==> config.mk <==
export PLATFORM = sky130hd
export DESIGN_NAME = spi_pagebuf_slave
export DESIGN_NICKNAME = d
export VERILOG_FILES = /design/src/rtl/spi_pb_pkg.sv /design/src/rtl/spi_pb_sync.sv /design/src/rtl/spi_pb_ram.sv /design/src/rtl/spi_pb_ctrl.sv /design/src/rtl/spi_pagebuf_slave.sv
export SDC_FILE = /design/constraint.sdc
export NUM_CORES = 2
export LEC_CHECK = 0
export BUFFER_PORTS_ARGS = -buffer_cell sky130_fd_sc_hd__buf_2
export CORE_MARGIN = 2
export CORE_UTILIZATION = 26
export CTS_CLUSTER_SIZE = 40
export DETAILED_ROUTE_END_ITERATION = 10
export GPL_TIMING_DRIVEN = 0
export PLACE_DENSITY_LB_ADDON = 0.08
export SKIP_CTS_REPAIR_TIMING = 1
export SYNTH_ARGS = -nofsm -noshare
export SYNTH_HDL_FRONTEND = slang
export SYNTH_MEMORY_MAX_BITS = 65536
export SYNTH_SLANG_ARGS = --single-unit
==> constraint.sdc <==
create_clock -name clk -period 8.7 [get_ports clk]
set_input_delay 0.435 -clock clk [delete_from_list [all_inputs] [get_ports clk]]
set_output_delay 0.435 -clock clk [all_outputs]
set_load 0.05 [all_outputs]
==> src/rtl/spi_pb_pkg.sv <==
package spi_pb_pkg;

    localparam int NBUF = 2;

    localparam logic [7:0] OP_WR_A  = 8'h84;
    localparam logic [7:0] OP_WR_B  = 8'h87;
    localparam logic [7:0] OP_RD_A0 = 8'h54;
    localparam logic [7:0] OP_RD_A1 = 8'hD4;
    localparam logic [7:0] OP_RD_B0 = 8'h56;
    localparam logic [7:0] OP_RD_B1 = 8'hD6;
    localparam logic [7:0] OP_ST_0  = 8'h57;
    localparam logic [7:0] OP_ST_1  = 8'hD7;

    typedef enum logic [2:0] {
        PH_OPC,
        PH_ADDR,
        PH_DUMMY,
        PH_WDATA,
        PH_RDATA,
        PH_STAT,
        PH_IGNORE
    } phase_e;

endpackage

==> src/rtl/spi_pb_sync.sv <==
module spi_pb_sync #(
    parameter int          W       = 3,
    parameter int          STAGES  = 2,
    parameter logic [W-1:0] RST_VAL = '0
) (
    input  logic         clk,
    input  logic         rst_n,
    input  logic [W-1:0] async_i,
    output logic [W-1:0] lvl_o,
    output logic [W-1:0] dly_o
);

    localparam int DEPTH = STAGES + 1;

    logic [W-1:0] chain_q [DEPTH];
    logic [W-1:0] chain_d [DEPTH];

    always_comb begin
        chain_d[0] = async_i;
        for (int i = 1; i < DEPTH; i++) begin
            chain_d[i] = chain_q[i-1];
        end
    end

    generate
        for (genvar s = 0; s < DEPTH; s++) begin : g_stage
            always_ff @(posedge clk or negedge rst_n) begin
                if (!rst_n) chain_q[s] <= RST_VAL;
                else        chain_q[s] <= chain_d[s];
            end
        end
    endgenerate

    assign lvl_o = chain_q[STAGES-1];
    assign dly_o = chain_q[STAGES];

endmodule

==> src/rtl/spi_pb_ram.sv <==
module spi_pb_ram #(
    parameter int DEPTH = 264,
    parameter int AW    = $clog2(DEPTH),
    parameter int DW    = 8
) (
    input  logic          clk,
    input  logic          rst_n,
    input  logic          we,
    input  logic [AW-1:0] waddr,
    input  logic [DW-1:0] wdata,
    input  logic [AW-1:0] raddr,
    output logic [DW-1:0] rdata
);

    localparam logic [AW-1:0] LAST = AW'(DEPTH - 1);

    logic [DW-1:0] mem_q [DEPTH];
    logic [DW-1:0] rdata_q;

    always_ff @(posedge clk) begin
        if (we) mem_q[waddr] <= wdata;
        rdata_q <= mem_q[raddr];
    end

    assign rdata = rdata_q;

    assert_waddr_range_R5: assert property (@(posedge clk) disable iff (!rst_n)
        we |-> (waddr <= LAST));
    assert_raddr_range_R10: assert property (@(posedge clk) disable iff (!rst_n)
        raddr <= LAST);

endmodule

==> src/rtl/spi_pb_ctrl.sv <==
module spi_pb_ctrl
    import spi_pb_pkg::*;
#(
    parameter int          DEPTH      = 264,
    parameter int          AW         = $clog2(DEPTH),
    parameter int          RSV_BITS   = 15,
    parameter int          DUMMY_BITS = 8,
    parameter logic [2:0]  DENSITY    = 3'b011
) (
    input  logic          clk,
    input  logic          rst_n,
    input  logic          cs_hi,
    input  logic          sck_rise,
    input  logic          sck_fall,
    input  logic          si,
    input  logic          ready,
    input  logic          cmp_miss,
    input  logic [7:0]    rdata,
    output logic [AW-1:0] raddr,
    output logic          rsel,
    output logic          we,
    output logic          wsel,
    output logic [AW-1:0] waddr,
    output logic [7:0]    wdata,
    output logic          so_o,
    output logic          oe_o
);

    localparam int FIELD = RSV_BITS + AW;
    localparam int CW    = $clog2(FIELD + 1);
    localparam int SHW   = (AW > 8) ? AW : 8;
    localparam logic [AW-1:0] LAST = AW'(DEPTH - 1);

    typedef struct packed {
        phase_e          ph;
        logic [CW-1:0]   cnt;
        logic [SHW-1:0]  sh;
        logic [2:0]      bc;
        logic [AW-1:0]   addr;
        logic            sel;
        logic            wr;
        logic            so;
        logic            oe;
        logic [7:0]      shadow;
        logic            we;
        logic            wsel;
        logic [AW-1:0]   waddr;
        logic [7:0]      wdata;
    } ctrl_s;

    ctrl_s state_d, state_q;

    function automatic logic [AW-1:0] step(input logic [AW-1:0] a);
        return (a == LAST) ? '0 : a + 1'b1;
    endfunction

    always_comb begin
        logic [SHW-1:0] shifted;
        logic [7:0]     live;
        logic [AW-1:0]  a;

        shifted = {state_q.sh[SHW-2:0], si};
        live    = {ready, cmp_miss, DENSITY, 3'b000};
        a       = shifted[AW-1:0];

        state_d    = state_q;
        state_d.we = 1'b0;

        if (cs_hi) begin
            state_d.ph  = PH_OPC;
            state_d.cnt = '0;
            state_d.bc  = '0;
            state_d.oe  = 1'b0;
            state_d.so  = 1'b0;
        end else if (sck_rise) begin
            unique case (state_q.ph)
                PH_OPC: begin
                    state_d.sh = shifted;
                    if (state_q.cnt == CW'(7)) begin
                        state_d.cnt = '0;
                        state_d.bc  = '0;
                        unique case (shifted[7:0])
                            OP_WR_A:  begin state_d.ph = PH_ADDR; state_d.wr = 1'b1; state_d.sel = 1'b0; end
                            OP_WR_B:  begin state_d.ph = PH_ADDR; state_d.wr = 1'b1; state_d.sel = 1'b1; end
                            OP_RD_A0,
                            OP_RD_A1: begin state_d.ph = PH_ADDR; state_d.wr = 1'b0; state_d.sel = 1'b0; end
                            OP_RD_B0,
                            OP_RD_B1: begin state_d.ph = PH_ADDR; state_d.wr = 1'b0; state_d.sel = 1'b1; end
                            OP_ST_0,
                            OP_ST_1:  state_d.ph = PH_STAT;
                            default:  state_d.ph = PH_IGNORE;
                        endcase
                    end else begin
                        state_d.cnt = state_q.cnt + 1'b1;
                    end
                end
                PH_ADDR: begin
                    state_d.sh = shifted;
                    if (state_q.cnt == CW'(FIELD - 1)) begin
                        state_d.addr = (a > LAST) ? '0 : a;
                        state_d.cnt  = '0;
                        state_d.bc   = '0;
                        state_d.ph   = state_q.wr ? PH_WDATA : PH_DUMMY;
                    end else begin
                        state_d.cnt = state_q.cnt + 1'b1;
                    end
                end
                PH_DUMMY: begin
                    if (state_q.cnt == CW'(DUMMY_BITS - 1)) begin
                        state_d.cnt = '0;
                        state_d.bc  = '0;
                        state_d.ph  = PH_RDATA;
                    end else begin
                        state_d.cnt = state_q.cnt + 1'b1;
                    end
                end
                PH_WDATA: begin
                    state_d.sh = shifted;
                    state_d.bc = state_q.bc + 1'b1;
                    if (state_q.bc == 3'd7) begin
                        state_d.we    = 1'b1;
                        state_d.wsel  = state_q.sel;
                        state_d.waddr = state_q.addr;
                        state_d.wdata = shifted[7:0];
                        state_d.addr  = step(state_q.addr);
                    end
                end
                default: ;
            endcase
        end else if (sck_fall) begin
            unique case (state_q.ph)
                PH_RDATA: begin
                    state_d.so = rdata[3'd7 - state_q.bc];
                    state_d.oe = 1'b1;
                    state_d.bc = state_q.bc + 1'b1;
                    if (state_q.bc == 3'd7) state_d.addr = step(state_q.addr);
                end
                PH_STAT: begin
                    if (state_q.bc == 3'd0) begin
                        state_d.shadow = live;
                        state_d.so     = live[7];
                    end else begin
                        state_d.so = state_q.shadow[3'd7 - state_q.bc];
                    end
                    state_d.oe = 1'b1;
                    state_d.bc = state_q.bc + 1'b1;
                end
                default: ;
            endcase
        end
    end

    always_ff @(posedge clk or negedge rst_n) begin
        if (!rst_n) begin
            state_q    <= '0;
            state_q.ph <= PH_OPC;
        end else begin
            state_q <= state_d;
        end
    end

    assign raddr = state_q.addr;
    assign rsel  = state_q.sel;
    assign we    = state_q.we;
    assign wsel  = state_q.wsel;
    assign waddr = state_q.waddr;
    assign wdata = state_q.wdata;
    assign so_o  = state_q.so;
    assign oe_o  = state_q.oe;

    assert_idle_quiet_R1: assert property (@(posedge clk) disable iff (!rst_n)
        cs_hi |=> !oe_o);
    assert_so_on_fall_R2: assert property (@(posedge clk) disable iff (!rst_n)
        (!sck_fall && !cs_hi) |=> $stable(so_o));
    assert_write_on_rise_R3: assert property (@(posedge clk) disable iff (!rst_n)
        we |-> $past(sck_rise));
    assert_addr_in_range_R5: assert property (@(posedge clk) disable iff (!rst_n)
        state_q.addr <= LAST);
    assert_unknown_quiet_R9: assert property (@(posedge clk) disable iff (!rst_n)
        (state_q.ph == PH_IGNORE) |-> (!oe_o && !we));

endmodule

==> src/rtl/spi_pagebuf_slave.sv <==
module spi_pagebuf_slave
    import spi_pb_pkg::*;
#(
    parameter int         DEPTH      = 264,
    parameter int         RSV_BITS   = 15,
    parameter int         DUMMY_BITS = 8,
    parameter int         SYNC_STAGES = 2,
    parameter logic [2:0] DENSITY    = 3'b011
) (
    input  logic clk,
    input  logic rst_n,
    input  logic spi_sck,
    input  logic spi_cs_n,
    input  logic spi_si,
    output logic spi_so,
    output logic spi_so_oe,
    input  logic status_ready,
    input  logic status_cmp_miss
);

    localparam int AW = $clog2(DEPTH);

    logic [2:0]    pin_lvl;
    logic [2:0]    pin_dly;
    logic          unused_dly;
    logic          sck_rise, sck_fall;
    logic [AW-1:0] raddr, waddr;
    logic          rsel, we, wsel;
    logic [7:0]    wdata, rdata;
    logic [7:0]    rd_arr [NBUF];

    spi_pb_sync #(
        .W       (3),
        .STAGES  (SYNC_STAGES),
        .RST_VAL (3'b100)
    ) u_sync (
        .clk     (clk),
        .rst_n   (rst_n),
        .async_i ({spi_cs_n, spi_sck, spi_si}),
        .lvl_o   (pin_lvl),
        .dly_o   (pin_dly)
    );

    assign unused_dly = pin_dly[2] ^ pin_dly[0];
    assign sck_rise   =  pin_lvl[1] & ~pin_dly[1];
    assign sck_fall   = ~pin_lvl[1] &  pin_dly[1];

    spi_pb_ctrl #(
        .DEPTH      (DEPTH),
        .AW         (AW),
        .RSV_BITS   (RSV_BITS),
        .DUMMY_BITS (DUMMY_BITS),
        .DENSITY    (DENSITY)
    ) u_ctrl (
        .clk      (clk),
        .rst_n    (rst_n),
        .cs_hi    (pin_lvl[2]),
        .sck_rise (sck_rise),
        .sck_fall (sck_fall),
        .si       (pin_lvl[0]),
        .ready    (status_ready),
        .cmp_miss (status_cmp_miss),
        .rdata    (rdata),
        .raddr    (raddr),
        .rsel     (rsel),
        .we       (we),
        .wsel     (wsel),
        .waddr    (waddr),
        .wdata    (wdata),
        .so_o     (spi_so),
        .oe_o     (spi_so_oe)
    );

    generate
        for (genvar g = 0; g < NBUF; g++) begin : g_buf
            spi_pb_ram #(
                .DEPTH (DEPTH),
                .AW    (AW),
                .DW    (8)
            ) u_ram (
                .clk   (clk),
                .rst_n (rst_n),
                .we    (we && (wsel == 1'(g))),
                .waddr (waddr),
                .wdata (wdata),
                .raddr (raddr),
                .rdata (rd_arr[g])
            );
        end
    endgenerate

    assign rdata = rd_arr[rsel];

endmodule

==> reports/summary.txt <==
CTS tree - done
Post-synthesis xor/xnor area fraction - 0.01571%
CP Class - reg2reg
Setup violators final - 5
Total power - 44080 uW
Register bit total from synthesis - 4301
Latest clock arrival within the worst-skew pair - 1130 ps
Critical Path RT - 9630 ps
Maxcap violations - 13
Compound-Gate Fraction of Synth Area - 1.563%
Synth warn - 0
RSZ-0062 raised after global routing - no
Largest net degree at the start of global routing - 93
Simple-gate share of the synthesized area - 2.587%
Main combinational cell family by area after synthesis - multiplexers
WP buf/inv - 7
Mapped Avg Cell Area - 21.91 um2
Adder-Cell Fraction of Synth Area - 0.05984%
Slew Viols, Final - 100
Pleak - 0.06046 uW
Most frequent CP cell - buf_2
Crit path cell chain - inv_2 -> clkbuf_4 -> clkbuf_4 -> buf_2 -> buf_2 -> buf_2 -> buf_12 -> mux2i_1 -> o221ai_1 -> o221ai_1 -> nand4_1
Max-slew headroom at the worst pin - -15.27%
FP Rows - 294
GRT overflow - 0
Die area - 649800 um2
Commonest non-fill, non-tap cell in the layout - edfxtp_1
Routed vias/inst - 5.556
Reg2reg path depth - 11
Crit path max fanout - 12
Die Wd - 806.1 um
Final period utilization - 104.4%
Vias in the first global route - 90430
Synth async-reset ratio - 1.418%
Crit. End Element - register
Post-synthesis sequential area ratio - 76.93%
Hpwl dp - 655.1 mm
Post-Syn Instances - 7634
Multiplexer share of the synthesized area - 17.33%
Initial Util - 26.09%
Final setup TNS - -881.4 ps
Finished Cell Area - 200100 um2
# DRC - 0
Hold Path Class - in2reg
Slew @ Worst Pin - 1719 ps
Final Skew - 73.16 ps
Worst Slack Setup Final - -382.6 ps
Layout cells sized above 1 - 29.18%
Area Overhead vs Synth - 19.61%
DR vias - 97010
Antenna violations before repair - 202
WP depth - 11
Min Hold Slack - 124.5 ps
Root buffer cell - clkbuf_16
Endpoints failing hold - 0
Nets@finish - 8404
DIE HEIGHT - 806.1 um
Number of port buffers - 8
Number of flops mapped to enable cells by yosys - 4224
PD cells - 220.3 nW/um2
Initial DRC count - 18610
GRT Total Usage - 28.36%
RePlAce Congestion - 0.9493
Crit path DAT - 10010 ps
Family with the most delay on the worst path - buffers and inverters
Highest Clock Rate - 110.1 MHz
CP Launch Type - register
Failing checks - capacitance limit, slew limit, setup timing
Crit path time final - 9083 ps
I/O Pins - 9
Routed Wire Length - 941.8 mm
Floorplan core area - 641200 um2
Distinct cells, synth - 72
CTS buffer count - 526
Post-route ant nets - 0
Net Count, Synth - 7649
Dpl cell area - 183300 um2
CP max-delay cell - buf_2
Most frequent cells in the layout - 4224 x edfxtp_1, 1183 x mux4_2, 604 x nor2_1, 537 x clkbuf_16, 234 x nand2_1
Hold-critical path depth - 3
VDD IR max - 156.7 uV
Clk sinks - 4301
Worst-path clk slew - 60 ps
Post-DR wirelength/cell - 53.94 um
CTS H-Tree Depth - 6
Maximum buffer depth of the clock tree - 4
Global-route wire length before repair - 1145 mm
Drt first pass iters - 7
CP max stage delay - 1200 ps
DP Worst Slack - -372.1 ps
Netlist Area Pre-Place - 167300 um2
Main synth FF type - edfxtp_1
Status - complete, but fails checks
[synthesized netlist by cell type, types with 27 or more instances]
library cell | instances | area (um2)
o22ai_1 | 42 | 262.8
a21oi_1 | 86 | 430.4
nor3_1 | 31 | 155.2
dfrtp_1 | 59 | 1476
buf_6 | 51 | 574.3
edfxtp_1 | 4224 | 126800
mux4_2 | 1183 | 26640
a22oi_1 | 27 | 202.7
mux2_2 | 47 | 529.3
buf_4 | 49 | 367.9
buf_2 | 111 | 555.5
nand3_1 | 49 | 245.2
mux2i_1 | 180 | 1802
nor2_1 | 617 | 2316
buf_1 | 51 | 191.4
nand2_1 | 238 | 893.4
o21ai_0 | 47 | 235.2
nor2b_1 | 29 | 181.4
clkbuf_1 | 199 | 747.0
[worst min-delay path, cell delays in order]
cell           delay [ps]
dlygate4sd3_1         520
buf_2                 120
mux2_2                140
[final timing paths]
kind                                            to               from  slack, ps
max                        g_buf[1].u_ram.rdata[6]    u_ctrl.raddr[3]       -380
min in group asynchronous        u_sync.chain_d[3]              rst_n        280
max reg2reg                g_buf[1].u_ram.rdata[6]    u_ctrl.raddr[3]       -380
min                             u_ctrl.state_q[25]    status_cmp_miss        120
min reg2reg                        u_sync.lvl_o[2]  u_sync.chain_d[5]        360
max in group asynchronous          u_ctrl.waddr[6]              rst_n       7730
[per-stage QoR]
step	instances	util [%]
detailed placement	16430	28.58
global route	17400	31.18
finish	17460	31.21
global placement	16230	27.77
CTS	17370	31.15
floorplan	7634	-
[layout make-up]
cell class | count | area (um2)
Inverter | 16 | 60.06
Sequential cell | 4301 | 128700
Tap cell | 8584 | 10740
Clock buffer | 640 | 13830
Antenna cell | 77 | 192.7
Buffer | 464 | 2800
Timing Repair Buffer | 227 | 4901
Fill cell | 61570 | 441100
Multi-Input combinational cell | 2853 | 36180
Clock inverter | 299 | 2661
[metal layers]
layer | GRT usage, % | routed length, um | up-vias
li1 | - | - | 33670
met1 | 37.53 | 375800 | 54840
met2 | 41.93 | 409300 | 6959
met3 | 7.772 | 92830 | 1515
met4 | 16.31 | 63360 | 32
met5 | 0.2119 | 604 | -
[cells by family after synthesis]
logic type	after synthesis
AO/OA/AOI/OAI	385
XOR/XNOR	3
adder cells (fa/ha/maj)	8
buffers and inverters	480
flip-flops	4301
multiplexers	1411
AND/OR/NAND/NOR	1046
[registers in the layout (all words and copies together), names as in the netlist]
| register | count |
|---|---|
| u_sync.dly_o | 1 |
| u_ctrl.state_q | 23 |
| u_sync.chain_d | 3 |
| u_ctrl.waddr | 9 |
| u_ctrl.wdata | 8 |
| u_ctrl.oe_o | 1 |
| g_buf.u_ram.mem_q | 4224 |
| u_ctrl.rsel | 1 |
| u_ctrl.wsel | 1 |
| g_buf.u_ram.rdata | 16 |
| u_ctrl.we | 1 |
| u_ctrl.raddr | 9 |
| u_sync.lvl_o | 3 |
| u_ctrl.so_o | 1 |
[report_power, final]
group / switching (uW) / leakage [uW] / total [uW] / internal (uW)
sequential: 35.9 / 0.0400 / 22500 / 22400
combinational: 53.9 / 0.0124 / 91.5 / 37.6
clock: 9440 / 0.00801 / 21500 / 12100
total: 9530 / 0.0605 / 44100 / 34500
Power figures use the tool's default switching activity.
